===== src/rtl/ptrf_pkg.sv =====
package ptrf_pkg;
  localparam int unsigned NREG  = 6;
  localparam int unsigned SELW  = 3;
  localparam int unsigned NSLOT = 1 << SELW;
  localparam logic [SELW-1:0] IDX_Q = 3'd0;
  localparam logic [SELW-1:0] IDX_R = 3'd1;
  localparam logic [SELW-1:0] IDX_V = 3'd5;

  typedef enum logic [4:0] {
    OP_NOP     = 5'd0,
    OP_LDC_N   = 5'd1,
    OP_LDC_A   = 5'd2,
    OP_LDC_B   = 5'd3,
    OP_SEL_A   = 5'd4,
    OP_SEL_B   = 5'd5,
    OP_INC_A   = 5'd6,
    OP_INC_B   = 5'd7,
    OP_DEC_A   = 5'd8,
    OP_DEC_B   = 5'd9,
    OP_INC_AB  = 5'd10,
    OP_DEC_AB  = 5'd11,
    OP_SWP_SEL = 5'd12,
    OP_CPY_AB  = 5'd13,
    OP_CPY_BA  = 5'd14,
    OP_XCHG    = 5'd15,
    OP_NOT_A   = 5'd16,
    OP_NOT_B   = 5'd17,
    OP_NOT_BA  = 5'd18,
    OP_OR      = 5'd19,
    OP_AND     = 5'd20,
    OP_XOR     = 5'd21,
    OP_NOR     = 5'd22,
    OP_NAND    = 5'd23,
    OP_XNOR    = 5'd24,
    OP_PUT_V   = 5'd25,
    OP_TAKE_V  = 5'd26
  } ptrf_op_e;
endpackage


===== src/rtl/ptrf_selectors.sv =====
module ptrf_selectors
  import ptrf_pkg::*;
(
  input  logic            clk,
  input  logic            rst_n,
  input  logic            cmd_valid,
  input  logic [4:0]      cmd_op,
  input  logic [SELW-1:0] cmd_reg,
  output logic [SELW-1:0] a_sel,
  output logic [SELW-1:0] b_sel
);
  logic reg_ok;
  logic swap_ev;
  assign reg_ok  = (cmd_reg < SELW'(NREG));
  assign swap_ev = cmd_valid && (cmd_op == OP_SWP_SEL);

  always_ff @(posedge clk) begin
    if (!rst_n) begin
      a_sel <= IDX_Q;
      b_sel <= IDX_R;
    end else if (cmd_valid) begin
      case (cmd_op)
        OP_SEL_A:   if (reg_ok) a_sel <= cmd_reg;
        OP_SEL_B:   if (reg_ok) b_sel <= cmd_reg;
        OP_SWP_SEL: begin
          a_sel <= b_sel;
          b_sel <= a_sel;
        end
        default: ;
      endcase
    end
  end


  sel_range_chk: assert property (@(posedge clk) disable iff (!rst_n)
    (a_sel < SELW'(NREG)) && (b_sel < SELW'(NREG)));


  sel_swap_chk: assert property (@(posedge clk) disable iff (!rst_n)
    swap_ev |=> (a_sel == $past(b_sel)) && (b_sel == $past(a_sel)));
endmodule


===== src/rtl/ptrf_alu.sv =====
module ptrf_alu
  import ptrf_pkg::*;
#(
  parameter int unsigned DW = 16,
  parameter int unsigned IW = 8
)(
  input  logic            cmd_valid,
  input  logic [4:0]      cmd_op,
  input  logic [SELW-1:0] cmd_reg,
  input  logic [IW-1:0]   cmd_imm,
  input  logic            wb_valid,
  input  logic [DW-1:0]   wb_data,
  input  logic [DW-1:0]   a_cur,
  input  logic [DW-1:0]   b_cur,
  input  logic [DW-1:0]   v_cur,
  output logic            a_we,
  output logic [DW-1:0]   a_wd,
  output logic            b_we,
  output logic [DW-1:0]   b_wd,
  output logic            n_we,
  output logic [SELW-1:0] n_idx,
  output logic [DW-1:0]   n_wd
);
  function automatic logic [DW-1:0] zext(input logic [IW-1:0] k);
    return DW'(k);
  endfunction

  function automatic logic [DW-1:0] step(input logic [DW-1:0] x, input logic up);
    return up ? DW'(x + 1'b1) : DW'(x - 1'b1);
  endfunction

  function automatic logic [DW-1:0] bitop(input logic [4:0] op,
                                          input logic [DW-1:0] x,
                                          input logic [DW-1:0] y);
    case (op)
      OP_OR:   return x | y;
      OP_AND:  return x & y;
      OP_XOR:  return x ^ y;
      OP_NOR:  return ~(x | y);
      OP_NAND: return ~(x & y);
      default: return ~(x ^ y);
    endcase
  endfunction

  always_comb begin
    a_we  = 1'b0;
    a_wd  = '0;
    b_we  = 1'b0;
    b_wd  = '0;
    n_we  = 1'b0;
    n_idx = '0;
    n_wd  = '0;
    if (cmd_valid) begin
      case (cmd_op)
        OP_LDC_N: begin
          n_we  = (cmd_reg < SELW'(NREG));
          n_idx = cmd_reg;
          n_wd  = zext(cmd_imm);
        end
        OP_LDC_A:  begin a_we = 1'b1; a_wd = zext(cmd_imm); end
        OP_LDC_B:  begin b_we = 1'b1; b_wd = zext(cmd_imm); end
        OP_INC_A:  begin a_we = 1'b1; a_wd = step(a_cur, 1'b1); end
        OP_INC_B:  begin b_we = 1'b1; b_wd = step(b_cur, 1'b1); end
        OP_DEC_A:  begin a_we = 1'b1; a_wd = step(a_cur, 1'b0); end
        OP_DEC_B:  begin b_we = 1'b1; b_wd = step(b_cur, 1'b0); end
        OP_INC_AB: begin
          a_we = 1'b1; a_wd = step(a_cur, 1'b1);
          b_we = 1'b1; b_wd = step(b_cur, 1'b1);
        end
        OP_DEC_AB: begin
          a_we = 1'b1; a_wd = step(a_cur, 1'b0);
          b_we = 1'b1; b_wd = step(b_cur, 1'b0);
        end
        OP_CPY_AB: begin b_we = 1'b1; b_wd = a_cur; end
        OP_CPY_BA: begin a_we = 1'b1; a_wd = b_cur; end
        OP_XCHG: begin
          a_we = 1'b1; a_wd = b_cur;
          b_we = 1'b1; b_wd = a_cur;
        end
        OP_NOT_A:  begin a_we = 1'b1; a_wd = ~a_cur; end
        OP_NOT_B:  begin b_we = 1'b1; b_wd = ~b_cur; end
        OP_NOT_BA: begin a_we = 1'b1; a_wd = ~b_cur; end
        OP_OR, OP_AND, OP_XOR, OP_NOR, OP_NAND, OP_XNOR: begin
          a_we = 1'b1;
          a_wd = bitop(cmd_op, a_cur, b_cur);
        end
        OP_PUT_V:  begin n_we = 1'b1; n_idx = IDX_V; n_wd = a_cur; end
        OP_TAKE_V: begin a_we = 1'b1; a_wd = v_cur; end
        default: ;
      endcase
    end else if (wb_valid) begin
      a_we = 1'b1;
      a_wd = wb_data;
    end
  end


  ldc_zext_chk: assert final (!(cmd_valid && cmd_op == OP_LDC_A) || (a_wd >> IW) == '0);
endmodule


===== src/rtl/ptrf_bank.sv =====
module ptrf_bank
  import ptrf_pkg::*;
#(
  parameter int unsigned DW = 16
)(
  input  logic            clk,
  input  logic            rst_n,
  input  logic [SELW-1:0] a_sel,
  input  logic [SELW-1:0] b_sel,
  input  logic            a_we,
  input  logic [DW-1:0]   a_wd,
  input  logic            b_we,
  input  logic [DW-1:0]   b_wd,
  input  logic            n_we,
  input  logic [SELW-1:0] n_idx,
  input  logic [DW-1:0]   n_wd,
  output logic [DW-1:0]   a_val,
  output logic [DW-1:0]   b_val,
  output logic [DW-1:0]   v_val
);
  logic [NSLOT*DW-1:0] flat;
  logic [NSLOT-1:0]    wr_hit;

  for (genvar i = 0; i < NSLOT; i++) begin : g_slot
    if (i < NREG) begin : g_live
      logic          hit_n, hit_b, hit_a;
      logic [DW-1:0] q;
      assign hit_n = n_we && (n_idx == SELW'(i));
      assign hit_b = b_we && (b_sel == SELW'(i));
      assign hit_a = a_we && (a_sel == SELW'(i));
      assign wr_hit[i] = hit_n | hit_b | hit_a;
      always_ff @(posedge clk) begin
        if (!rst_n)         q <= '0;
        else if (wr_hit[i]) q <= hit_n ? n_wd : (hit_b ? b_wd : a_wd);
      end
      assign flat[i*DW +: DW] = q;
    end else begin : g_hole
      assign wr_hit[i] = 1'b0;
      assign flat[i*DW +: DW] = '0;
    end
  end

  assign a_val = flat[a_sel*DW +: DW];
  assign b_val = flat[b_sel*DW +: DW];
  assign v_val = flat[IDX_V*DW +: DW];


  two_writes_max_chk: assert property (@(posedge clk) disable iff (!rst_n)
    $countones(wr_hit) <= 2);


  v_hold_chk: assert property (@(posedge clk) disable iff (!rst_n)
    !wr_hit[IDX_V] |=> v_val == $past(v_val));
endmodule


===== src/rtl/ptr_regfile.sv =====
module ptr_regfile
  import ptrf_pkg::*;
#(
  parameter int unsigned DW = 16,
  parameter int unsigned IW = 8
)(
  input  logic          clk,
  input  logic          rst_n,
  input  logic          cmd_valid,
  input  logic [4:0]    cmd_op,
  input  logic [2:0]    cmd_reg,
  input  logic [IW-1:0] cmd_imm,
  input  logic          wb_valid,
  input  logic [DW-1:0] wb_data,
  output logic [2:0]    a_sel,
  output logic [2:0]    b_sel,
  output logic [DW-1:0] a_val,
  output logic [DW-1:0] b_val,
  output logic [DW-1:0] v_val
);
  logic            a_we, b_we, n_we;
  logic [DW-1:0]   a_wd, b_wd, n_wd;
  logic [SELW-1:0] n_idx;

  ptrf_selectors u_sel (
    .clk(clk), .rst_n(rst_n), .cmd_valid(cmd_valid), .cmd_op(cmd_op),
    .cmd_reg(cmd_reg), .a_sel(a_sel), .b_sel(b_sel)
  );

  ptrf_alu #(.DW(DW), .IW(IW)) u_alu (
    .cmd_valid(cmd_valid), .cmd_op(cmd_op), .cmd_reg(cmd_reg), .cmd_imm(cmd_imm),
    .wb_valid(wb_valid), .wb_data(wb_data),
    .a_cur(a_val), .b_cur(b_val), .v_cur(v_val),
    .a_we(a_we), .a_wd(a_wd), .b_we(b_we), .b_wd(b_wd),
    .n_we(n_we), .n_idx(n_idx), .n_wd(n_wd)
  );

  ptrf_bank #(.DW(DW)) u_bank (
    .clk(clk), .rst_n(rst_n), .a_sel(a_sel), .b_sel(b_sel),
    .a_we(a_we), .a_wd(a_wd), .b_we(b_we), .b_wd(b_wd),
    .n_we(n_we), .n_idx(n_idx), .n_wd(n_wd),
    .a_val(a_val), .b_val(b_val), .v_val(v_val)
  );

  logic inc_a_ev, inc_ab_alias_ev, logic_ev, sel_ev, wb_ev;
  assign inc_a_ev        = cmd_valid && (cmd_op == OP_INC_A) && (a_sel != b_sel);
  assign inc_ab_alias_ev = cmd_valid && (cmd_op == OP_INC_AB) && (a_sel == b_sel);
  assign logic_ev        = cmd_valid && (cmd_op >= OP_OR) && (cmd_op <= OP_XNOR)
                           && (a_sel != b_sel);
  assign sel_ev          = cmd_valid && ((cmd_op == OP_SEL_A) || (cmd_op == OP_SEL_B));
  assign wb_ev           = wb_valid && !cmd_valid;


  inc_a_chk: assert property (@(posedge clk) disable iff (!rst_n)
    inc_a_ev |=> a_val == DW'($past(a_val) + 1'b1));


  inc_alias_once_chk: assert property (@(posedge clk) disable iff (!rst_n)
    inc_ab_alias_ev |=> a_val == DW'($past(a_val) + 1'b1));


  logic_keeps_b_chk: assert property (@(posedge clk) disable iff (!rst_n)
    logic_ev |=> b_val == $past(b_val));


  sel_keeps_v_chk: assert property (@(posedge clk) disable iff (!rst_n)
    sel_ev |=> v_val == $past(v_val));


  wb_write_chk: assert property (@(posedge clk) disable iff (!rst_n)
    wb_ev |=> a_val == $past(wb_data));
endmodule


===== config.mk =====
export PLATFORM = sky130hd
export DESIGN_NAME = ptr_regfile
export DESIGN_NICKNAME = d
export VERILOG_FILES = /design/src/rtl/ptrf_pkg.sv /design/src/rtl/ptrf_selectors.sv /design/src/rtl/ptrf_alu.sv /design/src/rtl/ptrf_bank.sv /design/src/rtl/ptr_regfile.sv
export SDC_FILE = /design/constraint.sdc
export NUM_CORES = 1
export LEC_CHECK = 0
export BUFFER_PORTS_ARGS = -buffer_cell sky130_fd_sc_hd__buf_2
export CAP_MARGIN = 20
export CORE_ASPECT_RATIO = 0.75
export CORE_MARGIN = 4
export CORE_UTILIZATION = 30
export CTS_CLUSTER_SIZE = 24
export DETAILED_ROUTE_END_ITERATION = 10
export PLACE_DENSITY = 0.54
export SLEW_MARGIN = 20
export SYNTH_ARGS = -nofsm -noshare
export SYNTH_HDL_FRONTEND = slang
export SYNTH_SLANG_ARGS = --single-unit
export TNS_END_PERCENT = 10

===== constraint.sdc =====
create_clock -name clk -period 4.35 [get_ports clk]
set_clock_uncertainty 0.2 [all_clocks]
set_input_delay 1.0875 -clock clk [delete_from_list [all_inputs] [get_ports clk]]
set_output_delay 1.0875 -clock clk [all_outputs]
set_load 0.01 [all_outputs]

==> qor.txt <==
Vias in the first global route = 12900
Starting Density = 0.307
Port Buffers = 89
Synth top area share = 0.184
Number of synthesized flops with an enable pin = 0
Setup TNS = 0 ns
M1 WL = 27700 µm
Root Driver = clkbuf_16
Hold WS = 0.293 ns
Post-route ant nets = 0
Hold_buf cts = 0
Synth top cells by count = nor2_1 (132), a21oi_1 (131), nand2_1 (124), o21ai_0 (111), dfxtp_1 (102)
Die height = 174 µm
Area grow syn2layout = 27.7%
Most frequent cell after synthesis = nor2_1
Die X = 230 µm
Core Region = 36100 µm²
Critical path capture point type = register
Ant. Diodes = 0
First-pass GRT wire length = 88900 µm
Post-DP HPWL = 50200 µm
Max-cap violations = 0
Row Count = 60
Vias per inst = 6.28
Number of sinks on the clock net = 102
Syn Nets = 1587
Placer Congestion = 1.05
Post-CTS sizing = 0
Seq/Total Area, Yosys = 0.184
Yosys Warn Count = 0
Startpoint types = register
RSZ-0062 raised after global routing = true
DR WL/cell = 27.7 µm
Met3 wire length = 8630 µm
CP Max Fanout = 14
Gate Count Post-Synth = 1489
Worst-Margin Slew = 1.10 ns
Largest net degree at the start of global routing = 46
Num ports = 90
Die area = 40100 µm²
Final hold viol count = 0
Mean Syn Cell Area = 7.43 µm²
Worst setup margin = 0.167 ns
Nets@finish = 1839
Area leader, netlist = dfxtp_1
CP Data Required Time = 4.42 ns
Async set or reset register ratio after synthesis = 0
Most used DFF post-synth = dfxtp_1
Fillers = 3797
Pleak = 5.86 nW
Area of the mapped netlist = 11100 µm²
Clk_lat worst skew = 0.37 ns
Worst min path class = register to register
Total gr overflow = 0
Pwr dens = 210 nW/µm²
# setup viols final = 0
Max Used Layer = met5
Drt initial violations = 1952
Share of layout cells above drive strength 1 = 0.261
Routed wire length = 62200 µm
VDD IR max = 0.172 mV
Tot GR Track Use = 0.297
Clk buf depth = 2
Clk slew on worst S/H paths = 0.07 ns
Status = finished clean
Antenna violations before repair = 1
Place WS = -0.228 ns
Count of cell types in the netlist = 95
Fin crit period = 4.18 ns
Post-route DRC = 0
Tcrit/Tclk final = 0.962
CTS Buf Count = 9
Critical path class = register to register
Max-slew violations = 0
Routed met2 length = 24500 µm
Power, Total = 2.97 mW
Core Util, Final = 0.391
Area contributors post-synth = dfxtp_1 (18%), ha_1 (6.8%), a21oi_1 (5.9%)
Crit path arrival time = 4.25 ns
Rel. slew slack = 0.261
Peak Freq = 239 MHz
Via count = 14100
H-tree levels = 3
Total iterations of the first detailed-routing run = 8
FF+latch count, synth = 102
CTS tree = built
Post-CTS setup buffers = 0
[state kept, by name, summed over array words and instances (netlist names)]
| name | count |
|---|---|
| u_bank.g_slot.g_live.q | 80 |
| u_sel.a_sel | 3 |
| u_sel.b_sel | 3 |
| u_bank.v_val | 16 |
[cells in the final DEF (no fill, tap or decap), drive strengths merged, types with 8 or more instances in the layout]
| cell type | count |
|---|---|
| o211ai | 19 |
| nand2 | 124 |
| o21a | 12 |
| a22o | 9 |
| nand2b | 38 |
| a21o | 12 |
| a221oi | 24 |
| a2111oi | 10 |
| nor3 | 41 |
| nor2b | 22 |
| o221ai | 35 |
| o211a | 12 |
| a22oi | 24 |
| or2 | 10 |
| inv | 53 |
| buf | 347 |
| or3 | 13 |
| nor2 | 133 |
| and2 | 12 |
| dfxtp | 102 |
| ha | 60 |
| mux2i | 48 |
| a21oi | 135 |
| a221o | 8 |
| nor4 | 8 |
| nand3 | 48 |
| mux4 | 11 |
| mux2 | 10 |
| a211oi | 16 |
| o21ai | 118 |
| clkbuf | 13 |
| o221a | 11 |
| a31oi | 27 |
| o31ai | 10 |
| o22ai | 28 |
| xnor2 | 8 |
| nand4 | 11 |
[power breakdown]
part           internal, mW  switching (mW)
combinational         0.443           0.703
clock                 0.434           0.386
sequential            0.965          0.0343
[per-layer routing]
layer | track usage | vias up
met5 | 0 | -
met4 | 0.0645 | 2
met3 | 0.121 | 88
met2 | 0.407 | 948
met1 | 0.431 | 6821
li1 | - | 6210
[worst max-delay path: stages, from the launching register on]
cell and delay, ns:
dfxtp_2 0.50, buf_12 0.20, buf_4 0.20, a21oi_1 0.06
o22ai_1 0.37, nand2_1 0.27, ha_1 0.38, buf_4 0.13
nand4_1 0.19, nor2_1 0.23, o21ai_0 0.19, a21boi_1 0.23
nor4b_1 0.09, a211oi_1 0.23, buf_4 0.20, o221ai_1 0.11
o221a_2 0.26
[final timing paths]
path,from,to,slack [ns],depth (start not counted)
setup / recovery,u_sel.b_sel[0],u_bank.v_val[12],0.17,16
hold / removal,u_bank.g_slot[4].g_live.q[13],u_bank.g_slot[4].g_live.q[13],0.29,2
hold reg to reg,u_bank.g_slot[4].g_live.q[13],u_bank.g_slot[4].g_live.q[13],0.29,2
setup reg to reg,u_sel.b_sel[0],u_bank.v_val[12],0.17,16
[kinds of logic after synthesis]
group	count (synthesis)	synth area share
xor gates and xnor gates	12	0.00949
buffers and inverters	161	0.0640
DFF	102	0.184
AOI/OAI and AO/OA	582	0.366
muxes	69	0.0760
adders and majority gates	62	0.0714
and+or+nand+nor	501	0.228
[area by class of cell]
cell class | instances | area, µm² | area share
timing repair buffer | 347 | 2560 | 0.181
multi-input combinational | 1226 | 8410 | 0.595
clock buffer | 13 | 270 | 0.0191
sequential | 102 | 2050 | 0.145
clock inverter | 3 | 17.5 | 0.00124
tap | 496 | 621 | 0.0439
inverter | 55 | 211 | 0.0150
[through the flow]
stage,cell area (µm²),instances
CTS,14100,2242
detailed placement,13800,2226
global placement,13800,2226
global route,14100,2242
floorplan,11100,1489
finish,14100,2242
No activity file was read; power rests on OpenSTA's default activity.
